**src/rtl/xcvr_pkg.sv**
```systemverilog
package xcvr_pkg;
  localparam int CHAR_MAX = 8;
  localparam int IDX_W = $clog2(CHAR_MAX);

  typedef enum logic [2:0] {
    PH_IDLE, PH_START, PH_DATA, PH_PARITY, PH_STOP
  } phase_t;

  // control -> datapath
  typedef struct packed {
    logic             txStart;
    logic             txShift;
    phase_t           txPhase;
    logic             rxBegin;
    logic             rxSample;
    logic             rxParSample;
    logic             rxDone;
    logic [IDX_W-1:0] rxIdx;
  } strobe_t;

  // datapath -> control
  typedef struct packed {
    logic       tick;
    logic       txPending;
    logic [1:0] lenCode;
    logic       parEn;
    logic [1:0] stopCode;
    logic       rxLine;
  } view_t;

  function automatic logic [CHAR_MAX-1:0] lenMask(input logic [1:0] code);
    return {CHAR_MAX{1'b1}} >> (3'd3 - {1'b0, code});
  endfunction
endpackage

```
**src/rtl/xcvr_baud.sv**
```systemverilog
module xcvr_baud #(
  parameter int DIV_W = 16
) (
  input  logic             clk,
  input  logic             rstN,
  input  logic             restart,
  input  logic [DIV_W-1:0] divisor,
  output logic             tick
);
  logic [DIV_W-1:0] cnt;

  assign tick = (cnt == divisor);

  always_ff @(posedge clk) begin
    if (!rstN)        cnt <= '0;
    else if (restart) cnt <= '0;
    else if (tick)    cnt <= '0;
    else              cnt <= cnt + 1'b1;
  end
endmodule

```
**src/rtl/xcvr_ctrl.sv**
```systemverilog
module xcvr_ctrl
  import xcvr_pkg::*;
#(
  parameter int OVERSAMPLE = 16
) (
  input  logic    clk,
  input  logic    rstN,
  input  view_t   v,
  output strobe_t s
);
  localparam int TICK_W = $clog2(OVERSAMPLE * 2);
  localparam logic [TICK_W-1:0] LAST   = TICK_W'(OVERSAMPLE - 1);
  localparam logic [TICK_W-1:0] MID    = TICK_W'(OVERSAMPLE / 2 - 1);
  localparam logic [TICK_W-1:0] STOP15 = TICK_W'(OVERSAMPLE * 3 / 2 - 1);
  localparam logic [TICK_W-1:0] STOP2  = TICK_W'(OVERSAMPLE * 2 - 1);

  phase_t txPh, rxPh;
  logic [TICK_W-1:0] txTicks, rxTicks, stopLast;
  logic [IDX_W-1:0] txBits, rxBits, lastBit;
  logic txBitEnd, rxBitEnd, rxMid;

  assign lastBit  = IDX_W'({1'b0, v.lenCode} + 3'd4);
  assign txBitEnd = (txTicks == LAST);
  assign rxBitEnd = (rxTicks == LAST);
  assign rxMid    = (rxTicks == MID);

  always_comb begin
    case (v.stopCode)
      2'd0:    stopLast = LAST;
      2'd1:    stopLast = STOP15;
      default: stopLast = STOP2;
    endcase
  end

  // transmit sequencer
  always_ff @(posedge clk) begin
    if (!rstN) begin
      txPh <= PH_IDLE;
      txTicks <= '0;
      txBits <= '0;
    end else if (v.tick) begin
      case (txPh)
        PH_IDLE: if (v.txPending) begin
          txPh <= PH_START;
          txTicks <= '0;
        end
        PH_START: if (txBitEnd) begin
          txPh <= PH_DATA;
          txTicks <= '0;
          txBits <= '0;
        end else txTicks <= txTicks + 1'b1;
        PH_DATA: if (txBitEnd) begin
          txTicks <= '0;
          if (txBits == lastBit) txPh <= v.parEn ? PH_PARITY : PH_STOP;
          else txBits <= txBits + 1'b1;
        end else txTicks <= txTicks + 1'b1;
        PH_PARITY: if (txBitEnd) begin
          txPh <= PH_STOP;
          txTicks <= '0;
        end else txTicks <= txTicks + 1'b1;
        PH_STOP: if (txTicks == stopLast) begin
          txPh <= PH_IDLE;
          txTicks <= '0;
        end else txTicks <= txTicks + 1'b1;
        default: txPh <= PH_IDLE;
      endcase
    end
  end

  // receive sequencer
  always_ff @(posedge clk) begin
    if (!rstN) begin
      rxPh <= PH_IDLE;
      rxTicks <= '0;
      rxBits <= '0;
    end else if (v.tick) begin
      case (rxPh)
        PH_IDLE: if (!v.rxLine) begin
          rxPh <= PH_START;
          rxTicks <= '0;
        end
        PH_START: if (rxMid) begin
          rxTicks <= '0;
          rxBits <= '0;
          rxPh <= v.rxLine ? PH_IDLE : PH_DATA;
        end else rxTicks <= rxTicks + 1'b1;
        PH_DATA: if (rxBitEnd) begin
          rxTicks <= '0;
          if (rxBits == lastBit) rxPh <= v.parEn ? PH_PARITY : PH_STOP;
          else rxBits <= rxBits + 1'b1;
        end else rxTicks <= rxTicks + 1'b1;
        PH_PARITY: if (rxBitEnd) begin
          rxPh <= PH_STOP;
          rxTicks <= '0;
        end else rxTicks <= rxTicks + 1'b1;
        PH_STOP: if (rxBitEnd) begin
          rxPh <= PH_IDLE;
          rxTicks <= '0;
        end else rxTicks <= rxTicks + 1'b1;
        default: rxPh <= PH_IDLE;
      endcase
    end
  end

  always_comb begin
    s = '0;
    s.txPhase     = txPh;
    s.txStart     = v.tick && (txPh == PH_IDLE) && v.txPending;
    s.txShift     = v.tick && (txPh == PH_DATA) && txBitEnd;
    s.rxBegin     = v.tick && (rxPh == PH_IDLE) && !v.rxLine;
    s.rxSample    = v.tick && (rxPh == PH_DATA) && rxBitEnd;
    s.rxParSample = v.tick && (rxPh == PH_PARITY) && rxBitEnd;
    s.rxDone      = v.tick && (rxPh == PH_STOP) && rxBitEnd;
    s.rxIdx       = rxBits;
  end
endmodule

```
**src/rtl/xcvr_dpath.sv**
```systemverilog
module xcvr_dpath
  import xcvr_pkg::*;
#(
  parameter int DIV_W = 16,
  parameter int RESET_DIV = 1
) (
  input  logic             clk,
  input  logic             rstN,
  input  logic [1:0]       regAddr,
  input  logic             regWr,
  input  logic             regRd,
  input  logic [DIV_W-1:0] regWrData,
  output logic [DIV_W-1:0] regRdData,
  output logic             txd,
  input  logic             rxd,
  input  logic             tick,
  input  strobe_t          s,
  output view_t            v,
  output logic             baudRestart,
  output logic [DIV_W-1:0] divisor,
  output logic [4:0]       statusVec
);
  localparam logic [1:0] A_DATA = 2'd0;
  localparam logic [1:0] A_FMT  = 2'd1;
  localparam logic [1:0] A_STAT = 2'd2;
  localparam logic [1:0] A_DIV  = 2'd3;

  logic [5:0] fmt;
  logic [DIV_W-1:0] divReg;
  logic [CHAR_MAX-1:0] hold, txSh, rxBuf, rxData, mask;
  logic pending, txPar, rxPar, rxReady, parErr, frameErr, overrun;
  logic [1:0] rxSync;
  logic wrData, wrFmt, wrDiv, rdData, txEmpty;

  assign wrData  = regWr && (regAddr == A_DATA);
  assign wrFmt   = regWr && (regAddr == A_FMT);
  assign wrDiv   = regWr && (regAddr == A_DIV);
  assign rdData  = regRd && (regAddr == A_DATA);
  assign mask    = lenMask(fmt[1:0]);
  assign txEmpty = !pending && (s.txPhase == PH_IDLE);

  assign baudRestart = wrDiv;
  assign divisor     = divReg;
  assign statusVec   = {overrun, frameErr, parErr, rxReady, txEmpty};

  assign v.tick      = tick;
  assign v.txPending = pending;
  assign v.lenCode   = fmt[1:0];
  assign v.parEn     = fmt[2];
  assign v.stopCode  = fmt[5:4];
  assign v.rxLine    = rxSync[1];

  always_ff @(posedge clk) begin
    if (!rstN) begin
      fmt <= 6'h03;
      divReg <= DIV_W'(RESET_DIV);
      hold <= '0;
      pending <= 1'b0;
      txSh <= '0;
      txPar <= 1'b1;
      rxSync <= 2'b11;
      rxBuf <= '0;
      rxPar <= 1'b0;
      rxData <= '0;
      rxReady <= 1'b0;
      parErr <= 1'b0;
      frameErr <= 1'b0;
      overrun <= 1'b0;
    end else begin
      rxSync <= {rxSync[0], rxd};
      if (wrFmt) fmt <= regWrData[5:0];
      if (wrDiv) divReg <= regWrData;
      if (wrData && txEmpty) begin
        hold <= regWrData[CHAR_MAX-1:0];
        pending <= 1'b1;
      end
      if (s.txStart) begin
        pending <= 1'b0;
        txSh <= hold & mask;
        txPar <= (^(hold & mask)) ^ fmt[3];
      end else if (s.txShift) begin
        txSh <= txSh >> 1;
      end
      if (s.rxBegin) rxBuf <= '0;
      if (s.rxSample) rxBuf[s.rxIdx] <= rxSync[1];
      if (s.rxParSample) rxPar <= rxSync[1];
      if (rdData) begin
        rxReady <= 1'b0;
        parErr <= 1'b0;
        frameErr <= 1'b0;
        overrun <= 1'b0;
      end
      if (s.rxDone) begin
        rxData <= rxBuf;
        rxReady <= 1'b1;
        parErr <= fmt[2] && (((^rxBuf) ^ rxPar) != fmt[3]);
        frameErr <= !rxSync[1];
        if (rxReady && !rdData) overrun <= 1'b1;
      end
    end
  end

  always_comb begin
    case (s.txPhase)
      PH_START:  txd = 1'b0;
      PH_DATA:   txd = txSh[0];
      PH_PARITY: txd = txPar;
      default:   txd = 1'b1;
    endcase
  end

  always_comb begin
    regRdData = '0;
    case (regAddr)
      A_DATA: regRdData[CHAR_MAX-1:0] = rxData;
      A_FMT:  regRdData[5:0] = fmt;
      A_STAT: regRdData[4:0] = statusVec;
      default: regRdData = divReg;
    endcase
  end
endmodule

```
**src/rtl/serial_xcvr.sv**
```systemverilog
module serial_xcvr
  import xcvr_pkg::*;
#(
  parameter int DIV_W = 16,
  parameter int OVERSAMPLE = 16,
  parameter int RESET_DIV = 1
) (
  input  logic             clk,
  input  logic             rstN,
  input  logic [1:0]       regAddr,
  input  logic             regWr,
  input  logic             regRd,
  input  logic [DIV_W-1:0] regWrData,
  output logic [DIV_W-1:0] regRdData,
  output logic             txd,
  input  logic             rxd
);
  strobe_t strb;
  view_t view;
  logic tick, baudRestart;
  logic [DIV_W-1:0] divisor;
  logic [4:0] statusVec;

  xcvr_baud #(.DIV_W(DIV_W)) u_baud (
    .clk(clk), .rstN(rstN), .restart(baudRestart), .divisor(divisor), .tick(tick)
  );

  xcvr_ctrl #(.OVERSAMPLE(OVERSAMPLE)) u_ctrl (
    .clk(clk), .rstN(rstN), .v(view), .s(strb)
  );

  xcvr_dpath #(.DIV_W(DIV_W), .RESET_DIV(RESET_DIV)) u_dpath (
    .clk(clk), .rstN(rstN), .regAddr(regAddr), .regWr(regWr), .regRd(regRd),
    .regWrData(regWrData), .regRdData(regRdData), .txd(txd), .rxd(rxd),
    .tick(tick), .s(strb), .v(view), .baudRestart(baudRestart),
    .divisor(divisor), .statusVec(statusVec)
  );
endmodule

```
**config.mk**
```make
export PLATFORM = sky130hd
export DESIGN_NAME = serial_xcvr
export DESIGN_NICKNAME = d
export VERILOG_FILES = /design/src/rtl/xcvr_pkg.sv /design/src/rtl/xcvr_baud.sv /design/src/rtl/xcvr_ctrl.sv /design/src/rtl/xcvr_dpath.sv /design/src/rtl/serial_xcvr.sv
export SDC_FILE = /design/constraint.sdc
export NUM_CORES = 1
export LEC_CHECK = 0
export BUFFER_PORTS_ARGS = -buffer_cell sky130_fd_sc_hd__buf_2
export CELL_PAD_IN_SITES_DETAIL_PLACEMENT = 0
export CELL_PAD_IN_SITES_GLOBAL_PLACEMENT = 1
export CORE_ASPECT_RATIO = 0.7
export CORE_MARGIN = 2
export CORE_UTILIZATION = 49
export DETAILED_ROUTE_END_ITERATION = 8
export GPL_ROUTABILITY_DRIVEN = 0
export HOLD_SLACK_MARGIN = 0.15
export PLACE_DENSITY_LB_ADDON = 0.12
export SETUP_SLACK_MARGIN = 0.02
export SLEW_MARGIN = 20
export SYNTH_ARGS = -nofsm -noshare
export SYNTH_HDL_FRONTEND = slang
export SYNTH_SLANG_ARGS = --single-unit
```
**constraint.sdc**
```tcl
create_clock -name clk -period 3.5 [get_ports clk]
set_input_delay 0 -clock clk [delete_from_list [all_inputs] [get_ports clk]]
set_output_delay 0 -clock clk [all_outputs]
set_load 0.1 [all_outputs]
```
# Word-level counts from Yosys, hierarchy flattened
# Cells that the tools add are included.
word_totals:
  reg_bits: 101
  inputBits: 23
  output_inout_bits: 17
op_classes:
  n_addsub: 7
  order_cmp: 2
  eq_ne: 34
  n_shift: 1
  muxes: 53
  bitwise_logic: 4
  reduce_logical: 48
op_table:
  columns: ["cell", "n"]
  rows:
  - ["$mux W3", 19]
  - ["$mux W8", 6]
  - ["$pmux W5 S3", 3]
  - ["$mux W5", 6]
  - ["$pmux W3 S5", 2]
  - ["$ne A2 B1 Y1 const B", 11]
  - ["$logic_and A1 B1 Y1", 21]
  - ["$add A16 B1 Y16 const B", 1]
  - ["$eq A16 B16 Y1", 1]
  - ["$reduce_xor A8 Y1", 2]
  - ["$reduce_and A7 Y1", 2]
  - ["$eq A3 B2 Y1 const B", 4]
  - ["$pmux W3 S2", 2]
  - ["$reduce_or A3 Y1", 4]
  - ["$add A5 B1 Y5 const B", 2]
  - ["$eq A5 B4 Y1 const B", 2]
  - ["$pmux W5 S2", 1]
  - ["$reduce_and A5 Y1", 2]
  - ["$and A8 B8 Y8", 1]
  - ["$bwmux W8", 1]
  - ["$mux W1", 8]
  - ["$reduce_bool A2 Y1", 4]
  - ["$shr A8 B3 Y8 const A", 1]
  - ["$add A3 B1 Y3 const B", 2]
  - ["other kinds (25)", 41]

# Depth between registers and ports, before layout
# Gate-level depths: netlist of run 1.
depth:
  depth_word: 7
  ltp_mapped: 9
  mapped_depth_nobuf: 9

# Cells and area by module
# A second synthesis of run 1 with hierarchy kept.
hier_totals:
  hier_cells: 615
  hier_area_um2: 5574.1
by_module_without_submodules:
  columns: ["mod", "instances", "cells_per_inst", "area_per_inst_um2"]
  rows:
  - ["xcvr_dpath", 1, 324, 3131.8]
  - ["xcvr_ctrl", 1, 188, 1503.9]
  - ["xcvr_baud", 1, 103, 938.4]

# Least setup slack after synthesis of run 1
# No wires, ideal clock.
synth_timing:
  kind: "register -> register"
  startpoint: "register u_ctrl.rxTicks[0]"
  endpoint: "register u_ctrl.rxPh[0]"
  setup_time_ns: 0.133
  arrival_time_ns: 1.912
  path_slack_ns: 1.455
  path_stages_with_launch: 10
  path_buffers: 1
  synth_period_minus_slack_ns: 2.045
  cell_sequence: "dfxtp_1 -> ha_1 -> nand3_1 -> inv_1 -> ha_1 -> clkbuf_1 -> clkinv_1 -> a31oi_1 -> o2111ai_1 -> mux2i_1"
synth_between:
  elab_chain_len: 3
synth_rtl:
  columns: ["item", "line_no", "source"]
  rows:
  - ["from (decl)", "xcvr_ctrl.sv:18", "logic [TICK_W-1:0] txTicks, rxTicks, stopLast;"]
  - ["from (signal assigned)", "xcvr_ctrl.sv:86", "end else rxTicks <= rxTicks + 1'b1;"]
  - ["from (signal assigned)", "xcvr_ctrl.sv:91", "end else rxTicks <= rxTicks + 1'b1;"]
  - ["from (signal assigned)", "xcvr_ctrl.sv:95", "end else rxTicks <= rxTicks + 1'b1;"]
  - ["$eq A5 B4 Y1 or $eq A5 B3 Y1 (tied branches)", "xcvr_ctrl.sv:24, xcvr_ctrl.sv:25", null]
  - ["$ne A2 B1 Y1 (no line)", null, null]
  - ["$reduce_and A7 Y1 (no line) (*)", null, null]
  - ["to (signal assigned)", "xcvr_ctrl.sv:85", "rxPh <= v.rxLine ? PH_IDLE : PH_DATA;"]
  - ["to (signal assigned)", "xcvr_ctrl.sv:89", "if (rxBits == lastBit) rxPh <= v.parEn ? PH_PARITY : PH_STOP;"]
  - ["to (decl)", "xcvr_ctrl.sv:17", "phase_t txPh, rxPh;"]
# Mark *: on every way between the ends. The rest lies on a longest branch, timed or not.
# A chain may end at the register's enable or synchronous reset.

# Worst setup path after layout of run 1
layout_timing:
  startpoint: "register u_baud.cnt[6]"
  endpoint: "register u_dpath.txSh[7]"
layout_between:
  elab_chain_len: 4
layout_rtl:
  columns: ["item", "line_no", "source"]
  rows:
  - ["from (decl)", "xcvr_baud.sv:10", "logic [DIV_W-1:0] cnt;"]
  - ["from (signal assigned)", "xcvr_baud.sv:18", "else cnt <= cnt + 1'b1;"]
  - ["$eq A16 B16 Y1 (*)", "xcvr_baud.sv:12", "assign tick = (cnt == divisor);"]
  - ["$logic_and A1 B1 Y1 (on tied branches) (2 in series)", "xcvr_ctrl.sv:108, xcvr_ctrl.sv:109", null]
  - ["$mux W8 or $reduce_bool A2 Y1 (tied branches)", null, null]
  - ["to (signal assigned)", "xcvr_dpath.sv:79", "txSh <= hold & mask;"]
  - ["to (signal assigned)", "xcvr_dpath.sv:82", "txSh <= txSh >> 1;"]
  - ["to (decl)", "xcvr_dpath.sv:30", "logic [CHAR_MAX-1:0] hold, txSh, rxBuf, rxData, mask;"]
# Marked as above.

==> results.py, run 1 <==
metrics = {
    "run_status": {
        "status": "finished, final reports clean",
    },
    "power": {
        "power_frac_seq_pct": 46.6,
        "swShare_pct": 25.90,
        "power.switching_mw": 0.6680,
        "power.internal_mw": 1.912,
        "powerDensity_nw_per_um2": 421.6,
        "clockPowerShare_pct": 42.3,
        "max-vdd-ir-drop_mv": 0.2613,
        "comb_power_share_pct": 11.1,
        "p_leak_nw": 2.464,
    },
    "floorplan": {
        "die-area_um2": 11790,
        "core_area_um2": 10470,
        "die_h_um": 91.44,
        "io_pins": 40,
        "core.rowCount": 31,
        "initial_core_util_pct": 51.10,
        "die_x_um": 128.9,
    },
    "global_routing": {
        "antenna_found_initial": 0,
        "grt_usage_pct": 25.05,
        "grt_pass1_vias": 4428,
        "grt_pass1_wl_mm": 23.12,
        "grt_max_degree": 52,
        "grt_remaining_overflow": 0,
    },
    "timing": {
        "min_period_over_period_pct": 70.18,
        "period_minus_slack_ns": 2.456,
        "skew_ns": 0.005837,
        "worstMarginPinSlew_ns": 0.7822,
        "fin_tns_setup_ns": 0,
        "setup_violations": 0,
        "hold_viol_final": 0,
        "rsz0062_at_grt": "false",
        "maxSlewHeadroom_pct": 47.85,
        "slew_violations": 0,
        "max_freq_ghz": 0.4071,
    },
    "cts": {
        "cts_resized": 0,
        "clock_sinks": 101,
        "numCtsBuffers": 9,
        "clk_latency_ns": 0.35,
        "clockRootBuffer": "clkbuf_16",
        "clock_path_buffers": 2,
        "clkTransAtPathRegs_ns": 0.07,
        "htree_levels": 3,
        "post_cts_buffers": 0,
        "tritoncts": "built",
    },
    "detailed_routing": {
        "wire_per_inst_um": 17.12,
        "antenna_left": 0,
        "vias_per_cell": 5.904,
        "vias": 4782,
        "drt_iter0_markers": 391,
        "drt-total-wl_mm": 13.87,
        "firstDrtPassIters": 5,
        "drc": 0,
    },
    "place": {
        "dpl.hpwl_mm": 9.540,
        "port_buffers": 39,
    },
    "worst_setup_path": {
        "startpoint_type": "flip-flop",
        "path_class": "flip-flop to flip-flop",
        "arrival_ns": 2.71,
        "path_max_fanout": 19,
        "endpoint_kind": "flip-flop",
        "cp.required_ns": 3.76,
    },
    "logic_synthesis": {
        "syn_nets": 670,
        "yosys_warnings": 0,
        "seq_area_frac_synth_pct": 37.78,
        "synth_cell_types": 60,
        "syn_inst": 638,
        "synthFlopType": "dfxtp_1",
        "synth_edf_count": 0,
        "avgSynthCellArea_um2": 8.388,
        "async_flop_share_pct": 0,
        "ys_ff_latch": 101,
        "syn_area_um2": 5351,
    },
    "finish": {
        "diodes": 0,
        "final_util_pct": 58.42,
        "area_growth_pct": 14.33,
        "fill_cells": 938,
        "drive_gt1_share_pct": 11.36,
        "nNetsFinal": 705,
    },
    "job": {
        "drv_cap": 0,
    },
    "worst_hold_path": {
        "hp-class": "primary input to flip-flop",
    },
}
==> repair_timing <==
action / CTS / global route
endpoints found under the hold margin: 37 / 0
hold buffers: 20 / 0
endpoints found under the setup margin: 0 / 0
==> worst max-delay path: stages, from the launching register on <==
cell and delay [ns]:
dfxtp_1 0.44, xor2_1 0.11, nor4_2 0.38, and4_1 0.77, buf_4 0.32, a21oi_1 0.09, o32ai_1 0.26
==> state kept, by name, indices dropped and copies added, names as in the netlist, 2 cells and up <==
name	flops
u_baud.cnt	16
u_dpath.divisor	16
u_dpath.hold	8
u_dpath.rxBuf	8
u_dpath.rxData	8
u_dpath.txSh	8
u_dpath.fmt	6
u_ctrl.rxTicks	5
u_ctrl.txTicks	5
u_ctrl.rxBits	3
u_ctrl.rxPh	3
u_ctrl.txBits	3
u_ctrl.txPh	3
u_dpath.rxSync	2
==> layout by cell type (no fill, tap or decap), drive strengths merged, types with 9 or more instances in the layout <==
master and n:
dlygate4sd3 20, mux2i 23, a21oi 40, inv 17, nand2b 10, nor3 10
buf 45, clkbuf 11, xor2 22, dfxtp 101, o31ai 10, nand3 39
nand2 71, and3 18, nor2 51, or3 11, o21ai 35, xnor2 26
ha 9
==> worst paths after layout <==
kind                            cells after the start         startpoint  slack, ns                 to
worst max-delay path                                6      u_baud.cnt[6]       1.04    u_dpath.txSh[7]
worst min-delay path                                4              regWr       0.33     u_dpath.fmt[1]
worst max register to register                      6      u_baud.cnt[6]       1.04    u_dpath.txSh[7]
worst min register to register                      1  u_dpath.rxSync[0]       0.43  u_dpath.rxSync[1]
==> metrics by stage <==
step                setup WS, ns  std cells  hold WS, ns  power [mW]  cell area (um2)
CTS                        1.103        810       0.3079       2.599             6118
finish                     1.044        810       0.3269       2.580             6118
floorplan                  1.455        638       0.1015       1.419             5351
global placement           1.156        774       0.1860       1.492             5594
detailed placement         1.123        774       0.1886       1.494             5594
global route              0.9123        810       0.3452       2.681             6118
==> routing by layer <==
layer / track usage, % / vias to the layer above / part of all wire (%)
met4: 5.344 / 0 / 1.2
met1: 36.97 / 2276 / 51
met2: 37.61 / 138 / 43
li1: - / 2356 / -
met5: 0 / - / 0
met3: 5.186 / 12 / 4.9
==> power groups by stage <==
stage,Sequential [mW],Clock [mW],Combinational (mW)
final,1.20,1.09,0.286
after global placement,1.23,0,0.265
after global routing,1.20,1.16,0.313
after floorplan,1.21,0,0.208
after detailed placement,1.23,0,0.267
after CTS,1.20,1.11,0.285
==> logic make-up (layout without fill, tap and decap cells) <==
group	count (synthesis)	after routing	synth area share (%)
XOR/XNOR	48	48	7.856
multiplexers	28	28	6.406
adder cells (fa/ha/maj)	9	9	2.104
buffers and inverters	59	99	4.302
AO/OA/AOI/OAI	135	135	16.60
flip-flops	101	101	37.78
AND/OR/NAND/NOR	258	258	24.95
==> synth_stat cells (all sizes together) (3+ instances only) <==
cell type | instances | area, um2
dfxtp | 101 | 2022
or4 | 4 | 33.78
mux2i | 23 | 230.2
buf | 7 | 35.03
nand2 | 71 | 266.5
xor2 | 22 | 192.7
nand3b | 3 | 22.52
nor2b | 6 | 37.54
nand2b | 10 | 62.56
nor4 | 7 | 68.82
nand4 | 8 | 50.05
o21ai | 35 | 175.2
inv | 17 | 63.81
and3 | 18 | 112.6
and4 | 3 | 26.28
nor4b | 3 | 32.53
o211a | 7 | 70.07
a31oi | 7 | 43.79
xnor2 | 26 | 227.7
nand4b | 3 | 26.28
clkbuf | 34 | 127.6
nor3 | 10 | 60.06
or3 | 11 | 68.82
ha | 9 | 112.6
nor2 | 51 | 191.4
nand3 | 39 | 195.2
and2 | 5 | 31.28
o31ai | 10 | 75.07
mux4 | 5 | 112.6
o22ai | 3 | 18.77
a2111o | 8 | 90.09
a21oi | 40 | 200.2
==> area by class of cell <==
type | instances | area (um2) | area share, %
Clock inverter | 5 | 81.33 | 1.329
Tap cell | 132 | 165.2 | 2.699
Clock buffer | 11 | 242.7 | 3.967
Inverter | 18 | 67.56 | 1.104
Multi-Input combinational cell | 478 | 3099 | 50.65
Timing Repair Buffer | 65 | 440.4 | 7.198
Sequential cell | 101 | 2022 | 33.05
(Power assumes the default switching activity.)
==> inputs of run 2 (changes only) <==
- CORE_UTILIZATION: 49 -> 46
- clock period: 3.5 -> 2.5 ns (I/O delays scaled with it)
==> run 2 against run 1 <==
Against the previous run:
- count of clock-buffer cells in the layout stayed put
- die area is 6.3% higher
- critical endpoint is now u_ctrl.txPh[1]
- cell area is 1.8% higher
==> results.py, run 2 (synthesis results as in run 1) <==
metrics = {
    "worst_setup_path": {
        "crit_family": "simple AND/OR/NAND/NOR gates",
        "path_buf_inv": 1,
        "path_max_fanout": 32,
        "r2r-start": "u_baud.cnt[6]",
        "cpPeakStageDelay_ns": 0.58,
        "path_class": "flip-flop to flip-flop",
        "startpoint_type": "flip-flop",
        "slowest_stage": "or4_4",
        "endpoint_kind": "flip-flop",
        "path_cells": "xor2_1 -> nor4_2 -> nand4_1 -> buf_4 -> or4_4 -> a32o_1",
        "arrival_ns": 2.48,
        "cp.required_ns": 2.74,
        "startpoint": "u_baud.cnt[6]",
    },
    "power": {
        "p_leak_nw": 2.511,
        "max-vdd-ir-drop_mv": 0.3730,
        "powerDensity_nw_per_um2": 582.2,
    },
    "timing": {
        "fin_tns_setup_ns": 0,
        "worstMarginPinSlew_ns": 0.6547,
        "rsz0062_at_grt": "false",
        "period_minus_slack_ns": 2.247,
        "hold_viol_final": 0,
        "setup_violations": 0,
        "max_freq_ghz": 0.4451,
        "skew_ns": 0.009480,
        "slew_violations": 0,
        "maxSlewHeadroom_pct": 56.35,
        "fin_ws_ns": 0.2532,
        "min_period_over_period_pct": 89.87,
    },
    "detailed_routing": {
        "antenna_left": 0,
        "drt_iter0_markers": 347,
        "firstDrtPassIters": 5,
        "drt-total-wl_mm": 14.00,
        "vias": 4753,
        "vias_per_cell": 5.652,
        "drc": 0,
        "wire_per_inst_um": 16.64,
    },
    "cts": {
        "numCtsBuffers": 9,
        "clockRootBuffer": "clkbuf_16",
        "tritoncts": "built",
        "htree_levels": 3,
        "clk_latency_ns": 0.34,
        "clock_path_buffers": 2,
        "clkTransAtPathRegs_ns": 0.07,
        "clock_sinks": 101,
    },
    "finish": {
        "nNetsFinal": 715,
        "diodes": 0,
        "drive_gt1_share_pct": 12.79,
        "final_common_cell": "dfxtp_1",
        "layout_common_cells": "101 x dfxtp_1, 71 x nand2_1, 51 x nor2_1",
        "area_growth_pct": 16.39,
    },
    "place": {
        "pre_cts_ws_ns": 0.2746,
        "dpl.hpwl_mm": 9.917,
        "port_buffers": 39,
    },
    "global_routing": {
        "grt_usage_pct": 23.19,
        "grt_max_degree": 39,
        "grt_pass1_wl_mm": 22.91,
        "grt_pass1_vias": 4406,
        "antenna_found_initial": 0,
        "grt_remaining_overflow": 0,
    },
    "floorplan": {
        "die_h_um": 94.24,
        "io_pins": 40,
        "core_area_um2": 11170,
        "initial_core_util_pct": 47.91,
        "core.rowCount": 32,
        "die-area_um2": 12530,
        "die_x_um": 132.9,
    },
    "worst_hold_path": {
        "hp-class": "primary input to flip-flop",
        "hp-start": "regWr",
    },
    "job": {
        "drv_cap": 0,
    },
    "run_status": {
        "status": "finished, final reports clean",
    },
}
-- run 2: cell count changes in the layout (fill, tap and decap cells not counted) --
cell,delta
clkinv_4,+1
buf_4,+10
clkinvlp_4,+1
inv_6,-1
clkinv_2,-1
nor4_1,-1
nor4_2,+1
-- run 2: through the flow --
| stage | util [%] | cell area (um2) | std cells | total power, mW | hold WS (ns) |
|---|---|---|---|---|---|
| final | 55.76 | 6228 | 841 | 3.626 | 0.1948 |
| after global routing | 55.76 | 6228 | 841 | 3.768 | 0.2291 |
| after CTS | 55.76 | 6228 | 841 | 3.658 | 0.1873 |
| after detailed placement | 50.99 | 5695 | 805 | 2.107 | 0.1851 |
| after global placement | 50.99 | 5695 | 805 | 2.103 | 0.1840 |
| after floorplan | - | 5351 | 638 | 1.987 | 0.1015 |
-- run 2: cell type report --
| cell class | count | area, um2 |
|---|---|---|
| flip-flops and latches | 101 | 2022 |
| repair buffers | 75 | 515.5 |
| fillers | 1021 | 4942 |
| inverters | 18 | 67.56 |
| multi-input cells | 478 | 3105 |
| clock inverters | 5 | 83.83 |
| clock buffers | 11 | 242.7 |
| well taps | 153 | 191.4 |
-- run 2: what timing repair did --
item,4_1_cts,5_1_grt
resized for setup,1,0
setup endpoints to repair,1,0
hold endpoints to repair,38,0
setup buffers,0,0
hold buffers,20,0
-- run 2: worst paths after layout --
| kind | endpoint | slack (ns) | cells past startpoint |
|---|---|---|---|
| worst min register to register | u_dpath.rxSync[1] | 0.42 | 1 |
| worst max-delay path | u_ctrl.txPh[1] | 0.25 | 6 |
| worst min-delay path | u_dpath.pending | 0.19 | 4 |
| worst max register to register | u_ctrl.txPh[1] | 0.25 | 6 |
-- run 2: where the power goes --
part           internal (mW)  leakage, nW  switching (mW)
Sequential              1.64        0.817          0.0431
Clock                  0.907        0.152           0.623
Combinational          0.141         1.54           0.273
Total                   2.69         2.51           0.939
-- run 2: worst min-delay path, cell delays in order --
cell and delay [ns]:
buf_2 0.12, nand3_1 0.07, buf_4 0.19, a221oi_1 0.10
-- run 2: routing by layer --
| metal | vias up | track usage, % | part of all wire [%] |
|---|---|---|---|
| met4 | 0 | 7.258 | 1.8 |
| met3 | 21 | 5.286 | 5.2 |
| met5 | - | 0 | 0 |
| met2 | 116 | 34.63 | 42 |
| li1 | 2370 | - | - |
| met1 | 2246 | 33.12 | 51 |
==> inputs of run 3 (changes only) <==
- ABC_AREA: not set -> 1
- CORE_UTILIZATION: 46 -> 43
- TNS_END_PERCENT: not set -> 5
==> run 3 against run 2 <==
Against the previous run:
- fmax is 1.6% lower
- sequential power hardly changed
- synthesized area is 1.7% higher
- register-to-register slack worse by 0.04 ns
- worst setup slack worse by 0.038 ns
- global-route usage is 1.6 points lower
- largest power group unchanged
==> results.py, run 3 <==
metrics = {
    "timing": {
        "fin_ws_ns": 0.2156,
        "hold_viol_final": 0,
        "fin_tns_setup_ns": 0,
        "min_period_over_period_pct": 91.38,
        "period_minus_slack_ns": 2.284,
        "maxSlewHeadroom_pct": 54.53,
        "slew_violations": 0,
        "worstMarginPinSlew_ns": 0.6783,
        "rsz0062_at_grt": "false",
        "setup_violations": 0,
        "max_freq_ghz": 0.4378,
        "skew_ns": 0.008530,
    },
    "floorplan": {
        "initial_core_util_pct": 43.96,
        "die_x_um": 138.5,
        "die_h_um": 98.12,
        "core_area_um2": 12380,
        "die-area_um2": 13590,
        "core.rowCount": 34,
        "io_pins": 40,
    },
    "finish": {
        "fill_cells": 1257,
        "fin_area_um2": 6370,
        "final_common_cell": "nand2_1",
        "regArea_um2": 2022,
        "nNetsFinal": 916,
        "drive_gt1_share_pct": 9.674,
        "diodes": 0,
        "area_growth_pct": 17.06,
        "multi_input_area_um2": 2933,
        "layout_common_cells": "219 x nand2_1, 121 x nor2_1, 101 x dfxtp_1",
        "final_util_pct": 51.46,
    },
    "logic_synthesis": {
        "async_flop_share_pct": 0,
        "synth_top_cell_area_share_pct": 37.16,
        "avgSynthCellArea_um2": 6.604,
        "synth_top_cells_by_area": "dfxtp_1 37%, nand2_1 15%, nor2_1 8.3%, inv_1 6.6%, a21oi_1 6.5%",
        "synthFlopType": "dfxtp_1",
        "syn_inst": 824,
        "yosysMostFrequentCell": "nand2_1",
        "syn_nets": 856,
        "yosys_warnings": 0,
        "synth_edf_count": 0,
        "synth_largest_area_cell": "dfxtp_1",
        "syn_area_um2": 5441,
        "synth_cell_types": 40,
        "seq_area_frac_synth_pct": 37.16,
        "ys_ff_latch": 101,
        "synth_common_cells": "219 x nand2_1, 121 x nor2_1, 101 x dfxtp_1",
    },
    "power": {
        "power_frac_seq_pct": 44.2,
        "p_leak_nw": 2.692,
        "max-vdd-ir-drop_mv": 0.3649,
        "swShare_pct": 26.44,
        "comb_power_share_pct": 12.0,
        "powerDensity_nw_per_um2": 593.7,
        "power.internal_mw": 2.782,
        "clockPowerShare_pct": 43.9,
        "power.switching_mw": 1.000,
    },
    "cts": {
        "tritoncts": "built",
        "numCtsBuffers": 9,
        "htree_levels": 3,
        "clockRootBuffer": "clkbuf_16",
        "clock_path_buffers": 2,
        "clkTransAtPathRegs_ns": 0.07,
        "clock_sinks": 101,
        "clk_latency_ns": 0.35,
        "post_cts_buffers": 0,
    },
    "job": {
        "drv_cap": 0,
    },
    "detailed_routing": {
        "wire_per_inst_um": 13.65,
        "drt_iter0_markers": 395,
        "drt-total-wl_mm": 14.35,
        "vias": 5256,
        "vias_per_cell": 5.001,
        "antenna_left": 0,
        "drc": 0,
        "firstDrtPassIters": 4,
    },
    "worst_setup_path": {
        "endpoint_kind": "flip-flop",
        "arrival_ns": 2.56,
        "path_max_fanout": 16,
        "path_class": "flip-flop to flip-flop",
        "startpoint_type": "flip-flop",
        "cp.required_ns": 2.78,
    },
    "global_routing": {
        "grt_remaining_overflow": 0,
        "antenna_found_initial": 0,
        "grt_pass1_vias": 4709,
        "grt_max_degree": 37,
        "grt_pass1_wl_mm": 23.48,
        "grt_usage_pct": 21.57,
    },
    "place": {
        "placed_cell_area_um2": 5788,
        "dpl.hpwl_mm": 10.62,
        "port_buffers": 39,
        "pre_cts_ws_ns": 0.2991,
    },
    "worst_hold_path": {
        "hp-class": "primary input to flip-flop",
    },
    "run_status": {
        "status": "finished, final reports clean",
    },
}
==> run 3: cell types whose count changed after synthesis, moves of 10 or more <==
cell,previous run,this run
nor2_1,51,121
and3_1,18,0
nand2b_1,10,0
xor2_1,22,12
a21oi_1,40,71
or3_1,11,0
o21ai_0,28,53
xnor2_1,26,8
clkbuf_1,34,12
o31ai_1,10,0
mux2i_1,23,0
nand2_1,71,219
inv_1,17,96
nand4_1,8,19
==> run 3: logic make-up after synthesis <==
logic type / after synthesis / share of synthesized area (%)
xor gates and xnor gates: 20 / 3.219
AOI/OAI and AO/OA: 139 / 13.47
buffers and inverters: 123 / 8.991
DFF: 101 / 37.16
and+or+nand+nor: 432 / 35.09
adders and majority gates: 9 / 2.069
==> run 3: layout make-up <==
cell class	instances	area share, %
multi-input combinational	600	46.04
sequential	101	31.74
timing repair buffer	68	7.386
inverter	104	6.168
clock buffer	11	3.811
tap	162	3.182
clock inverter	5	1.670
==> run 3: worst paths after layout <==
kind,start,endpoint,slack (ns),depth (start not counted)
worst min register to register,u_dpath.rxSync[0],u_dpath.rxSync[1],0.42,1
worst max register to register,u_baud.cnt[12],u_dpath.frameErr,0.22,10
worst min-delay path,regWr,u_dpath.fmt[3],0.24,5
worst max-delay path,u_baud.cnt[12],u_dpath.frameErr,0.22,10
==> run 3: layer usage <==
layer,wire [um],vias to the layer above,GRT usage [%]
met5,0,-,0
met4,117,0,4.631
met3,611,10,4.120
met2,5742,94,31.04
met1,7873,2386,33.28
li1,-,2766,-
==> run 3: metrics by stage <==
stage,hold WS [ns],power (mW),instances
2_1_floorplan,0.1066,2.023,824
3_3_place_gp,0.1848,2.125,1012
3_5_place_dp,0.1977,2.130,1012
4_1_cts,0.2185,3.804,1051
5_1_grt,0.2856,3.919,1051
6_report,0.2445,3.782,1051
==> run 3: power by group through the flow <==
stage / Sequential, mW / Clock (mW) / Combinational, mW
final: 1.67 / 1.66 / 0.453
after global placement: 1.71 / 0 / 0.418
after CTS: 1.67 / 1.68 / 0.451
after global routing: 1.67 / 1.75 / 0.498
after detailed placement: 1.71 / 0 / 0.423
after floorplan: 1.70 / 0 / 0.325
==> run 3: critical path, stage by stage (launching register included) <==
cell,delay (ns)
dfxtp_1,0.36
inv_1,0.08
nand2_1,0.06
nand2_1,0.05
nor2_1,0.25
nand2_1,0.23
nor2_8,0.34
nand4_2,0.36
inv_2,0.26
nand2_1,0.07
a21oi_1,0.14
==> run 3: timing repair <==
action                     4_1_cts  5_1_grt
hold buffers                    23        0
hold endpoints to repair        36        0
resized for setup                0        1
setup endpoints to repair        0        3
